## config.mk

```make
export PLATFORM = sky130hd
export DESIGN_NAME = sec12_codec
export DESIGN_NICKNAME = d
export VERILOG_FILES = /design/src/rtl/sec12_pkg.sv /design/src/rtl/sec12_ctrl.sv /design/src/rtl/sec12_datapath.sv /design/src/rtl/sec12_codec.sv
export SDC_FILE = /design/constraint.sdc
export NUM_CORES = 1
export LEC_CHECK = 0
export CORE_MARGIN = 3
export CORE_UTILIZATION = 50
export CTS_CLUSTER_DIAMETER = 40
export DETAILED_ROUTE_END_ITERATION = 6
export GPL_TIMING_DRIVEN = 0
export HOLD_SLACK_MARGIN = 0.03
export MAX_ROUTING_LAYER = met4
export PLACE_DENSITY = 0.85
export RECOVER_POWER = 100
export SLEW_MARGIN = 20
export SYNTH_ARGS = -nofsm -noshare
export SYNTH_HDL_FRONTEND = slang
export SYNTH_SLANG_ARGS = --single-unit
```

## constraint.sdc

```tcl
create_clock -name clk -period 1.45 [get_ports clk]
set_clock_uncertainty 0.1 [all_clocks]
set_input_delay 0.145 -clock clk [delete_from_list [all_inputs] [get_ports clk]]
set_output_delay 0.145 -clock clk [all_outputs]
set_load 0.02 [all_outputs]
```

## src/rtl/sec12_pkg.sv

```systemverilog
package sec12_pkg;
  // Strobes from control to datapath
  typedef struct packed {
    logic encLoad;
    logic decLoad;
  } sec12_strobe_t;
endpackage

```

## src/rtl/sec12_ctrl.sv

```systemverilog
module sec12_ctrl
  import sec12_pkg::*;
(
  input  logic          clk,
  input  logic          rst_n,
  input  logic          encValid,
  input  logic          decValid,
  output sec12_strobe_t strobe,
  output logic          encOutValid,
  output logic          decOutValid
);
  always_comb begin
    strobe.encLoad = encValid;
    strobe.decLoad = decValid;
  end

  always_ff @(posedge clk or negedge rst_n) begin
    if (!rst_n) begin
      encOutValid <= 1'b0;
      decOutValid <= 1'b0;
    end else begin
      encOutValid <= encValid;
      decOutValid <= decValid;
    end
  end

  // one-cycle encode latency
  assert_enc_latency_R4: assert property (@(posedge clk) disable iff (!rst_n)
    encValid |=> encOutValid);
  assert_enc_idle_R4: assert property (@(posedge clk) disable iff (!rst_n)
    !encValid |=> !encOutValid);
  // one-cycle decode latency
  assert_dec_latency_R9: assert property (@(posedge clk) disable iff (!rst_n)
    decValid |=> decOutValid);
  assert_dec_idle_R9: assert property (@(posedge clk) disable iff (!rst_n)
    !decValid |=> !decOutValid);
endmodule

```

## src/rtl/sec12_datapath.sv

```systemverilog
module sec12_datapath
  import sec12_pkg::*;
#(
  parameter int DATA_W = 8,
  parameter int PAR_W  = 4
) (
  input  logic                clk,
  input  logic                rst_n,
  input  sec12_strobe_t       strobe,
  input  logic [DATA_W-1:0]   encData,
  input  logic [DATA_W+PAR_W-1:0] decCode,
  output logic [DATA_W+PAR_W-1:0] encCode,
  output logic [DATA_W-1:0]   decData,
  output logic                decErr,
  output logic                decUncorr,
  output logic [PAR_W-1:0]    decSyndrome
);
  localparam int CODE_W = DATA_W + PAR_W;

  // Scatter data bits into non-power-of-two positions
  function automatic logic [CODE_W-1:0] spreadData(input logic [DATA_W-1:0] d);
    logic [CODE_W-1:0] w;
    int j;
    w = '0;
    j = 0;
    for (int p = 1; p <= CODE_W; p++) begin
      if ((p & (p - 1)) != 0) begin
        w[p-1] = d[j];
        j++;
      end
    end
    return w;
  endfunction

  // Gather data bits back out of a codeword
  function automatic logic [DATA_W-1:0] gatherData(input logic [CODE_W-1:0] w);
    logic [DATA_W-1:0] d;
    int j;
    d = '0;
    j = 0;
    for (int p = 1; p <= CODE_W; p++) begin
      if ((p & (p - 1)) != 0) begin
        d[j] = w[p-1];
        j++;
      end
    end
    return d;
  endfunction

  // XOR of position numbers' bit k over all set positions
  function automatic logic [PAR_W-1:0] checkOf(input logic [CODE_W-1:0] w);
    logic [PAR_W-1:0] s;
    s = '0;
    for (int k = 0; k < PAR_W; k++) begin
      for (int p = 1; p <= CODE_W; p++) begin
        if (((p >> k) & 1) == 1) s[k] = s[k] ^ w[p-1];
      end
    end
    return s;
  endfunction

  // Encode side
  logic [CODE_W-1:0] encWord;
  always_comb begin
    logic [PAR_W-1:0] parity;
    encWord = spreadData(encData);
    parity  = checkOf(encWord);
    for (int k = 0; k < PAR_W; k++) begin
      encWord[(1 << k) - 1] = parity[k];
    end
  end

  // Decode side
  logic [PAR_W-1:0]  synNow;
  logic              fixable;
  logic              overRange;
  logic [CODE_W-1:0] fixedWord;
  always_comb begin
    synNow    = checkOf(decCode);
    overRange = int'(synNow) > CODE_W;
    fixable   = (synNow != '0) && !overRange;
    fixedWord = decCode;
    if (fixable) fixedWord[int'(synNow) - 1] = ~decCode[int'(synNow) - 1];
  end

  always_ff @(posedge clk or negedge rst_n) begin
    if (!rst_n) begin
      encCode <= '0;
    end else if (strobe.encLoad) begin
      encCode <= encWord;
    end
  end

  always_ff @(posedge clk or negedge rst_n) begin
    if (!rst_n) begin
      decData     <= '0;
      decErr      <= 1'b0;
      decUncorr   <= 1'b0;
      decSyndrome <= '0;
    end else if (strobe.decLoad) begin
      decData     <= gatherData(fixedWord);
      decErr      <= synNow != '0;
      decUncorr   <= overRange;
      decSyndrome <= synNow;
    end
  end

  // every encoded word has a clean check pattern
  assert_enc_clean_R3: assert property (@(posedge clk) disable iff (!rst_n)
    strobe.encLoad |=> checkOf(encCode) == '0);
  // data positions of the codeword carry the byte
  assert_enc_place_R2: assert property (@(posedge clk) disable iff (!rst_n)
    strobe.encLoad |=> gatherData(encCode) == $past(encData));
  // encode result held while idle
  assert_enc_hold_R5: assert property (@(posedge clk) disable iff (!rst_n)
    !strobe.encLoad |=> $stable(encCode));
  // uncorrectable always implies error
  assert_uncorr_err_R8: assert property (@(posedge clk) disable iff (!rst_n)
    decUncorr |-> decErr);
  // zero syndrome never flags an error
  assert_zero_syn_R6: assert property (@(posedge clk) disable iff (!rst_n)
    (decSyndrome == '0) |-> !decErr);
  // decode result held while idle
  assert_dec_hold_R10: assert property (@(posedge clk) disable iff (!rst_n)
    !strobe.decLoad |=> $stable(decData) && $stable(decSyndrome) && $stable(decErr));
endmodule

```

## src/rtl/sec12_codec.sv

```systemverilog
module sec12_codec
  import sec12_pkg::*;
#(
  parameter int DATA_W = 8,
  parameter int PAR_W  = 4
) (
  input  logic                    clk,
  input  logic                    rst_n,
  input  logic                    encValid,
  input  logic [DATA_W-1:0]       encData,
  output logic                    encOutValid,
  output logic [DATA_W+PAR_W-1:0] encCode,
  input  logic                    decValid,
  input  logic [DATA_W+PAR_W-1:0] decCode,
  output logic                    decOutValid,
  output logic [DATA_W-1:0]       decData,
  output logic                    decErr,
  output logic                    decUncorr,
  output logic [PAR_W-1:0]        decSyndrome
);
  sec12_strobe_t strobe;

  sec12_ctrl uCtrl (
    .clk         (clk),
    .rst_n       (rst_n),
    .encValid    (encValid),
    .decValid    (decValid),
    .strobe      (strobe),
    .encOutValid (encOutValid),
    .decOutValid (decOutValid)
  );

  sec12_datapath #(.DATA_W(DATA_W), .PAR_W(PAR_W)) uPath (
    .clk         (clk),
    .rst_n       (rst_n),
    .strobe      (strobe),
    .encData     (encData),
    .decCode     (decCode),
    .encCode     (encCode),
    .decData     (decData),
    .decErr      (decErr),
    .decUncorr   (decUncorr),
    .decSyndrome (decSyndrome)
  );
endmodule

```

==> qor.csv <==
metric,value,unit
pwr-share-comb,57.4,%
drt_iter0_drc,64,
ys.warnings.count,0,
crit_fanout,8,
slowest_delay,0.47,ns
syn_area_per_cell,10.1,sq um
die_h,64.3,um
worstSetupPathType,in -> reg,
maxSlewViolCount,0,
final.min_clock_period,2.07,ns
root_buffer,clkbuf_4,
dp_hpwl,3300,um
final_antenna_net_count,0,
rsz0062_at_grt,yes,
grt_pass1_wl,8110,um
violations,negative setup slack,
final_common_cell,dlygate4sd2_1,
grt_pass1_vias,1667,
drive_gt1_share,29.5,%
first_pass_iters,4,
synth_cells,169,
endpoint_kind,register,
netlist_area,1700,sq um
crit_family,XOR/XNOR gates,
grt_overflow,0,
cts.sinks,28,
tightest_slew,0.678,ns
core.rowCount,20,
numCtsBuffers,3,
cts_tree,built,
status,"complete, but fails checks",
tns,-4.85,ns
crit_arrival,2.18,ns
grt_max_degree,29,
seq_area_frac_synth,41.2,%
drc,0,
seqPwrFrac,32.4,%
switching_share,40.7,%
fin_util,81.8,%
fin_ws,-0.616,ns
hp-class,in -> reg,
io_pins,52,
num_vias,1573,
synthDistinctLibCells,38,
cp_data_required_time,1.57,ns
max_cap_viol_count,0,
cts.path.max_buffers,2,
area_delta_synth_final,51.8,%
ir_worst_vdd,786,uV
die_w,64.3,um
finalCritPeriodShare,143,%
portBuffers,47,
via_per_inst,5.66,
clk_pin_slew,0.13,ns
max_freq,0.484,GHz
slew-limit-headroom,54.8,%
wire_per_inst,18.8,um
diodes,0,
start_util,53.9,%
power_density,1170,nW/um^2
layout_common_cells,"dlygate4sd2_1, dfrtp_1, nand2_1, nor2_1, xnor2_1",
place.gp.congestion,0.830,
ys_ff_latch,28,
hold_viol_final,0,
synth_area_leaders,"dfrtp_1, xnor2_1, mux2_2",
htreeDepth,1,
path_cells,"clkbuf_16, xnor2_2, xnor3_2, ha_4, buf_6, or4_1, o21ai_2, nor2_4, mux2i_2, o21ai_1",
yosys.area.top_type_share,41.2,%
grt_usage,26.0,%
syn-num-nets,195,
p_int,1800,uW
fillCellCount,200,
clock_latency,0.32,ns
core,3150,sq um
p_clk_share,10.2,%
antenna_found_initial,0,
path_buf_inv,2,
fp.dieArea,4130,sq um
switching_power,1230,uW
finalNetCount,262,
synth_top_area_cell,dfrtp_1,
setup_violations,15,
power_leakage,0.00117,uW
wirelength,5220,um
critPathLaunchType,input pin,
slowest_stage,xnor3_2,
## cell usage after synthesis
| library cell | n |
|---|---|
| dfrtp_1 | 28 |
| xnor2_1 | 19 |
| nand2_1 | 15 |
| nor2_1 | 14 |
| mux2_2 | 12 |
| a21oi_1 | 8 |
| inv_1 | 7 |
| o21ai_0 | 7 |
| mux2i_1 | 6 |
| nand3_1 | 5 |
| a31oi_1 | 4 |
| clkbuf_1 | 4 |
| nor3_1 | 4 |
| nand2b_1 | 3 |
| o21ai_1 | 3 |
| xor2_1 | 3 |
| buf_1 | 2 |
| ha_1 | 2 |
| o22ai_1 | 2 |
| xnor3_1 | 2 |
| xor2_2 | 2 |
| a211o_1 | 1 |
| a211oi_1 | 1 |
| a311o_1 | 1 |
| and3b_1 | 1 |
| buf_2 | 1 |
| buf_4 | 1 |
| clkinv_1 | 1 |
| nand2_2 | 1 |
| nand3b_1 | 1 |
| o21a_1 | 1 |
| o221ai_1 | 1 |
| o2bb2ai_1 | 1 |
| or2b_1 | 1 |
| or3_1 | 1 |
| or4_1 | 1 |
| xnor3_2 | 1 |
| xor3_1 | 1 |
## path summary, 6_finish.rpt
path / start / to / slack [ns] / cells after the start
min in group asynchronous: rst_n / uCtrl.encOutValid$_DFF_PN0_ / 0.29 / 2
max in group asynchronous: rst_n / uPath.encCode[1]$_DFFE_PN0P_ / 0.53 / 2
hold reg to reg: uPath.decData[7]$_DFFE_PN0P_ / uPath.decData[7]$_DFFE_PN0P_ / 0.41 / 2
setup / recovery: decCode[2] / uPath.decData[6]$_DFFE_PN0P_ / -0.62 / 10
hold / removal: decCode[6] / uPath.decData[3]$_DFFE_PN0P_ / 0.1 / 3
setup reg to reg: uPath.encCode[5]$_DFFE_PN0P_ / uPath.encCode[5]$_DFFE_PN0P_ / 0.57 / 1
## kinds of logic (layout without fill, tap and decap cells)
group / Yosys count / after routing / synth area share [%]
xor gates and xnor gates: 28 / 28 / 18.7
buffers and inverters: 16 / 81 / 3.83
and+or+nand+nor: 47 / 47 / 12.7
DFF: 28 / 28 / 41.2
adders and majority gates: 2 / 2 / 1.47
muxes: 18 / 18 / 11.5
AOI/OAI and AO/OA: 30 / 30 / 10.5
## sequential cells by signal, summed over array words and instances (netlist names)
register / cells
uPath.encCode: 12
uPath.decData: 8
uPath.decSyndrome: 4
uCtrl.decOutValid: 1
uCtrl.encOutValid: 1
uPath.decErr: 1
uPath.decUncorr: 1
## what timing repair did
item	in CTS	in global routing
endpoints found under the setup margin	48	12
resized for setup	72	22
endpoints found under the hold margin	29	0
setup buffers	13	1
pin swaps	18	12
hold buffers	2	0
## power groups by stage
stage	sequential [uW]	combinational, uW	clock [uW]
after floorplan	1160	772	0
after global routing	997	1850	337
after CTS	978	1600	314
after global placement	989	1400	0
after detailed placement	1000	1460	0
final	981	1740	310
## metrics by stage
step	hold WS [ns]	std cells	setup WS (ns)	total power, uW	instance area, sq um
global route	0.0983	278	-0.666	3190	2580
global placement	0.348	260	-1.66	2390	2330
floorplan	-0.251	169	-0.849	1930	1800
CTS	0.0558	277	-0.578	2890	2510
finish	0.0965	278	-0.616	3030	2580
detailed placement	0.0814	260	-1.73	2460	2320
## metal layers
| layer | part of all wire, % | GRT usage [%] | vias up | wire length (um) |
|---|---|---|---|---|
| met2 | 53 | 47.4 | 81 | 2760 |
| li1 | - | - | 709 | - |
| met5 | 0 | - | - | 0 |
| met1 | 39 | 27.9 | 763 | 2020 |
| met3 | 5.7 | 5.27 | 20 | 299 |
| met4 | 2.7 | 8.71 | 0 | 141 |
## final cells by class
class                           count  area, sq um  area share, %
Multi-Input combinational cell    125         1140           44.0
Sequential cell                    28          701           27.2
Timing Repair Buffer               63          551           21.3
Buffer                              7         83.8           3.25
Tap cell                           44         55.1           2.13
Inverter                            8         31.3           1.21
Clock buffer                        3         22.5          0.873
(Power assumes the default switching activity.)
